$ cat src/rtl/vf_pkg.sv
package vf_pkg;
  typedef enum logic [2:0] {
    S_BOOT, S_LOW, S_UPV, S_UPF, S_HIGH, S_DNF, S_DNV
  } vf_state_e;

  function automatic logic act_is_hi(input logic [1:0] a);
    return a[1];
  endfunction
endpackage

$ cat src/rtl/vf_demand.sv
module vf_demand #(
  parameter int NCORE = 2
) (
  input  logic [2*NCORE-1:0] act_i,
  input  logic [NCORE-1:0]   therm_i,
  output logic               dem_hi_o,
  output logic               trip_o
);
  import vf_pkg::*;
  logic [NCORE-1:0] hi_vec;

  for (genvar c = 0; c < NCORE; c++) begin : g_core
    assign hi_vec[c] = act_is_hi(act_i[2*c +: 2]);
  end

  assign dem_hi_o = |hi_vec;
  assign trip_o   = |therm_i;
endmodule

$ cat src/rtl/vf_dwell.sv
module vf_dwell #(
  parameter int CW = 8
) (
  input  logic          clk_i,
  input  logic          rst_ni,
  input  logic          run_i,
  input  logic [CW-1:0] dwell_i,
  output logic          expire_o
);
  logic [CW-1:0] cnt_q;
  logic [CW:0]   cnt_nx;
  logic [CW:0]   lim;

  assign cnt_nx   = {1'b0, cnt_q} + 1'b1;
  assign lim      = (dwell_i == '0) ? {{CW{1'b0}}, 1'b1} : {1'b0, dwell_i};
  assign expire_o = run_i && (cnt_nx >= lim);

  always_ff @(posedge clk_i or negedge rst_ni) begin
    if (!rst_ni)               cnt_q <= '0;
    else if (!run_i || expire_o) cnt_q <= '0;
    else                       cnt_q <= cnt_nx[CW-1:0];
  end
endmodule

$ cat src/rtl/vf_throttle.sv
module vf_throttle #(
  parameter int NCORE = 2
) (
  input  logic             clk_i,
  input  logic             rst_ni,
  input  logic [NCORE-1:0] therm_i,
  output logic [NCORE-1:0] throttle_o
);
  for (genvar c = 0; c < NCORE; c++) begin : g_thr
    always_ff @(posedge clk_i or negedge rst_ni) begin
      if (!rst_ni) throttle_o[c] <= 1'b0;
      else         throttle_o[c] <= therm_i[c];
    end
  end
endmodule

$ cat src/rtl/vf_plane_ctrl.sv
module vf_plane_ctrl #(
  parameter int NCORE = 2,
  parameter int CW    = 8
) (
  input  logic               clk_i,
  input  logic               rst_ni,
  input  logic [2*NCORE-1:0] act_i,
  input  logic [NCORE-1:0]   therm_i,
  input  logic               fw_done_i,
  input  logic [CW-1:0]      dwell_i,
  output logic               vreg_req_o,
  output logic               vreg_hi_o,
  input  logic               vreg_ack_i,
  output logic               clk_req_o,
  output logic               clk_hi_o,
  input  logic               clk_ack_i,
  output logic [NCORE-1:0]   throttle_o,
  output logic               bcast_o
);
  import vf_pkg::*;

  vf_state_e state_q, state_d;
  logic dem_hi, trip, raise_ok, expire, bcast_q;

  vf_demand #(.NCORE(NCORE)) u_dem (
    .act_i(act_i), .therm_i(therm_i), .dem_hi_o(dem_hi), .trip_o(trip)
  );

  vf_dwell #(.CW(CW)) u_dwell (
    .clk_i(clk_i), .rst_ni(rst_ni),
    .run_i((state_q == S_HIGH) && !dem_hi),
    .dwell_i(dwell_i), .expire_o(expire)
  );

  vf_throttle #(.NCORE(NCORE)) u_thr (
    .clk_i(clk_i), .rst_ni(rst_ni), .therm_i(therm_i), .throttle_o(throttle_o)
  );

  assign raise_ok = dem_hi && !trip;

  always_comb begin
    state_d = state_q;
    unique case (state_q)
      S_BOOT: if (fw_done_i) state_d = raise_ok ? S_UPV : S_LOW;
      S_LOW:  if (raise_ok)  state_d = S_UPV;
      S_UPV:  if (vreg_ack_i) state_d = S_UPF;
      S_UPF:  if (clk_ack_i)  state_d = S_HIGH;
      S_HIGH: if (expire)     state_d = S_DNF;
      S_DNF:  if (clk_ack_i)  state_d = S_DNV;
      S_DNV:  if (vreg_ack_i) state_d = S_LOW;
      default: state_d = S_BOOT;
    endcase
  end

  always_ff @(posedge clk_i or negedge rst_ni) begin
    if (!rst_ni) begin
      state_q <= S_BOOT;
      bcast_q <= 1'b0;
    end else begin
      state_q <= state_d;
      bcast_q <= (state_d != state_q) && (state_d == S_LOW || state_d == S_HIGH);
    end
  end

  // voltage target leads frequency on the way up, trails it on the way down
  assign vreg_hi_o  = (state_q == S_UPV) || (state_q == S_UPF) ||
                      (state_q == S_HIGH) || (state_q == S_DNF);
  assign clk_hi_o   = (state_q == S_UPF) || (state_q == S_HIGH);
  assign vreg_req_o = (state_q == S_UPV) || (state_q == S_DNV);
  assign clk_req_o  = (state_q == S_UPF) || (state_q == S_DNF);
  assign bcast_o    = bcast_q;
endmodule

$ cat config.mk
export PLATFORM = sky130hd
export DESIGN_NAME = vf_plane_ctrl
export DESIGN_NICKNAME = d
export VERILOG_FILES = /design/src/rtl/vf_pkg.sv /design/src/rtl/vf_demand.sv /design/src/rtl/vf_dwell.sv /design/src/rtl/vf_throttle.sv /design/src/rtl/vf_plane_ctrl.sv
export SDC_FILE = /design/constraint.sdc
export NUM_CORES = 1
export LEC_CHECK = 0
export CAP_MARGIN = 30
export CORE_ASPECT_RATIO = 0.75
export CORE_MARGIN = 8
export CORE_UTILIZATION = 47
export CTS_BUF_LIST = sky130_fd_sc_hd__clkbuf_4 sky130_fd_sc_hd__clkbuf_8 sky130_fd_sc_hd__clkbuf_16
export CTS_CLUSTER_SIZE = 10
export DETAILED_ROUTE_END_ITERATION = 10
export PLACE_DENSITY = 0.78
export SLEW_MARGIN = 5
export SYNTH_ARGS = -nofsm -noshare
export SYNTH_HDL_FRONTEND = slang
export SYNTH_SLANG_ARGS = --single-unit
$ cat constraint.sdc
create_clock -name clk_i -period 2.5 [get_ports clk_i]
set_clock_uncertainty 0.15 [all_clocks]
set_input_delay 0.5 -clock clk_i [delete_from_list [all_inputs] [get_ports clk_i]]
set_output_delay 0.5 -clock clk_i [all_outputs]
set_load 0.02 [all_outputs]
==> summary.md <==
| Metric | Value |
|---|---|
| Synthesized net count | 127 |
| Length of the first detailed-routing pass in iterations | 6 |
| Cell internal pwr | 0.548 mW |
| Proportion of synthesized chip area in sequential cells | 36.7% |
| # diodes | 0 |
| Portion of synthesized cell area occupied by the leading cell type | 36.7% |
| Post-synth design cell area | 953 sq um |
| YS warnings | 0 |
| Per-cell routed wire length | 15.4 um |
| Maximum number of pins on one net before global-route repair | 15 |
| Remaining global-route overflow | 0 |
| Final cell count without fillers | 155 |
| Top cells by area, synth | dfrtp_1 (37%), ha_1 (12%), nor2b_2 (5.5%), a21oi_1 (4.7%), xnor2_1 (4.6%) |
| Number of max-cap violations | 0 |
| Number of filler instances in the final layout | 156 |
| Area of the die | 0.00374 sq mm |
| Proportion of layout cells with a drive suffix above 1 | approximately 26% |
| Crit path required time | 2560 ps |
| Core Box Area | approximately 0.0020 sq mm |
| Critical-path top delay cell | clkdlybuf4s50_1 |
| Initial core utilization | 48.6% |
| Worst VDD drop | 0.621 mV |
| Combinational fraction of design power | 49.9% |
| Syn avg cell area | 9.63 sq um |
| Count of pins on the block boundary | 26 |
| Setup violators final | 0 |
| Critical path class | input pin to flop |
| Wire length of the first global-routing pass | 3.77 mm |
| Via count of the routed design | 845 |
| Detailed-route DRC error count | 0 |
| Overall power | 0.903 mW |
| Overall die height | about 55 um |
| Net switching power of the design | 0.355 mW |
| Crit path max fanout | 8 |
| Clock buffer count from CTS | 3 |
| Switching power as a share of total power | about two fifths |
| Max stage delay on crit path | 450 ps |
| Data arrival time of the worst path | 2510 ps |
| Clock tree from TritonCTS | done |
| Number of flip-flops and latches in the synthesized netlist | 14 |
| Global Route Usage Sum | a little over an eighth |
| Total detailed-routing wirelength | 2.39 mm |
| Final ANT Viol Nets | 0 |
| Number of different library cells in the post-synthesis netlist | 37 |
| Crit-path cells | clkdlybuf4s50_1 > inv_1 > a41o_1 > ha_1 > nand2b_4 > a31oi_2 > o21ai_2 > a211o_4 > nor2b_2 |
| Worst max-slew margin expressed relative to the limit | 58.2% |
| Min-delay worst type | input pin to async pin |
| Htree depth | 1 |
| Clock-pin slew reported for the worst setup and hold paths after clock tree synthesis | 80 ps |
| Number of port buffers | 23 |
| Number of clock sinks | 14 |
| GPL Wtd Cong | 0.833 |
| Buffer type at the clock tree root | clkbuf_4 |
| Final count of pins violating max slew | 0 |
| Final critical-path required period | 2450 ps |
| Max Clk Rate | roughly 410 MHz |
| Nature of the critical path startpoint | input pin |
| Number of global-route vias before repair | 833 |
| Initial antenna violation count | 0 |
| Max Buffers Root-to-Sink | 2 |
| Clock power share | between 10 and 15% |
| DR vias/cell | 5.45 |
| Power per cell area | 671 mW/mm^2 |
| Layout area overhead | 41.2% |
| Total buffers and inverters traversed by the critical path | 2 |
| Source-to-sink clock delay at the later pin of the worst-skew pair | roughly 280 ps |
| Slew at the pin closest to its max-slew limit | 625 ps |
| Horizontal extent of the die | around 68 um |
| Number of hold-slack violations in the final timing report | 0 |
| Net count reported at finish | between 150 and 200 |
| Detailed router's first-iteration violation count | 51 |
| Sequential share of power | 36.2% |
| Cell row count | 14 |
| Cts hold-fix bufs | 0 |
| Status | finished, final reports clean |
| P_leak | 0.641 nW |
| Placed cell count | 149 |
| Type of element capturing the critical path | flop |
| Number of standard cells after synthesis | 99 |
| Final critical-path share of the clock period | 97.9% |
| DP HPWL | around 1.8 mm |
| Top cell family by delay on the critical path | compound AO/OA/AOI/OAI gates |
| Yosys top cell by area | dfrtp_1 |
[synth_stat cells, drive strengths merged]
cell type and instances:
xnor2 5, o21ai 4, a21boi 1, nor3 1, nand4 2, and4 1, nand2 4, inv 9
nand2b 2, buf 1, clkbuf 2, nand3 4, and2 1, xor2 2, a41o 2, o22ai 1
o21a 1, a31oi 1, a32oi 1, or4 1, a211o 1, nor2b 8, a21o 1, o31ai 1
nor4 1, a21oi 9, and3 1, nor2 5, ha 9, o21ba 1, mux2 1, nand3b 1
dfrtp 14
[placed cells by master, fill, tap and decap left out, types with 3 or more instances in the layout]
master and n:
nor2_1 3, inv_1 9, buf_4 9, nand3_1 4, nand2_1 4, xnor2_1 4, ha_1 8, clkbuf_4 3
a21oi_1 8, clkdlybuf4s50_1 19, nor2b_2 6, dfrtp_1 12
[worst paths after layout]
check                            startpoint                to  slack, ps  cells after the start
max in group asynchronous            rst_ni  u_dwell.cnt_q[1]       1300                      1
min                                  rst_ni  u_dwell.cnt_q[4]        460                      1
min reg2reg                u_dwell.cnt_q[0]  u_dwell.cnt_q[0]        500                      2
max                              dwell_i[1]  u_dwell.cnt_q[2]         50                      9
max reg2reg                u_dwell.cnt_q[2]  u_dwell.cnt_q[2]         70                      9
min in group clk_i         u_dwell.cnt_q[0]  u_dwell.cnt_q[0]        500                      2
[logic make-up after synthesis]
family	count (synthesis)	synth area share [%]
AOI/OAI and AO/OA	24	17.2
muxes	1	1.18
adders and majority gates	9	11.8
and+or+nand+nor	32	21.8
buffers and inverters	12	4.86
xor gates and xnor gates	7	6.43
DFF	14	36.7
[sequential cells by signal, indices dropped and copies added, names as in the netlist]
name              count
state_q               3
u_thr.throttle_o      2
u_dwell.cnt_q         8
bcast_o               1
[per-stage QoR]
step	hold WS (ps)	area [sq um]	worst slack [ps]	utilization [%]	TNS, ps
floorplan	54.4	953	252	-	0
global placement	407	1250	-395	63.5	-3250
detailed placement	413	1250	-426	63.5	-3440
CTS	447	1280	5.90	65.4	0
global route	519	1350	-19.4	68.6	-29.7
finish	456	1350	51.7	68.6	0
[timing repair]
action | in CTS | in global routing
endpoints found under the setup margin | 8 | 10
buffers inserted | 1 | 2
pin swaps | 5 | 5
gates resized for setup | 4 | 11
[power groups by stage]
stage                     clock network (mW)  logic [mW]  registers [mW]
after global placement                     0       0.435           0.326
final                                  0.126       0.451           0.327
after global routing                   0.140       0.489           0.337
after floorplan                            0       0.292           0.291
after CTS                              0.127       0.447           0.323
after detailed placement                   0       0.444           0.328
[final cells by class]
cell class / count / area, sq um / share of cell area (%)
multi-input combinational: 73 / 607 / 45.1
sequential: 14 / 353 / 26.2
timing repair buffer: 32 / 300 / 22.3
inverter: 9 / 33.8 / 2.51
tap: 24 / 30.0 / 2.23
clock buffer: 3 / 22.5 / 1.67
[per-layer routing]
| layer | vias up | GRT usage (%) | wire length [um] |
|---|---|---|---|
| li1 | 414 | - | - |
| met4 | 0 | 3.73 | 68 |
| met1 | 395 | 16.2 | 1010 |
| met2 | 28 | 22.7 | 1150 |
| met5 | - | 0 | 0 |
| met3 | 8 | 5.03 | 160 |
No activity file was read; power rests on OpenSTA's default activity.
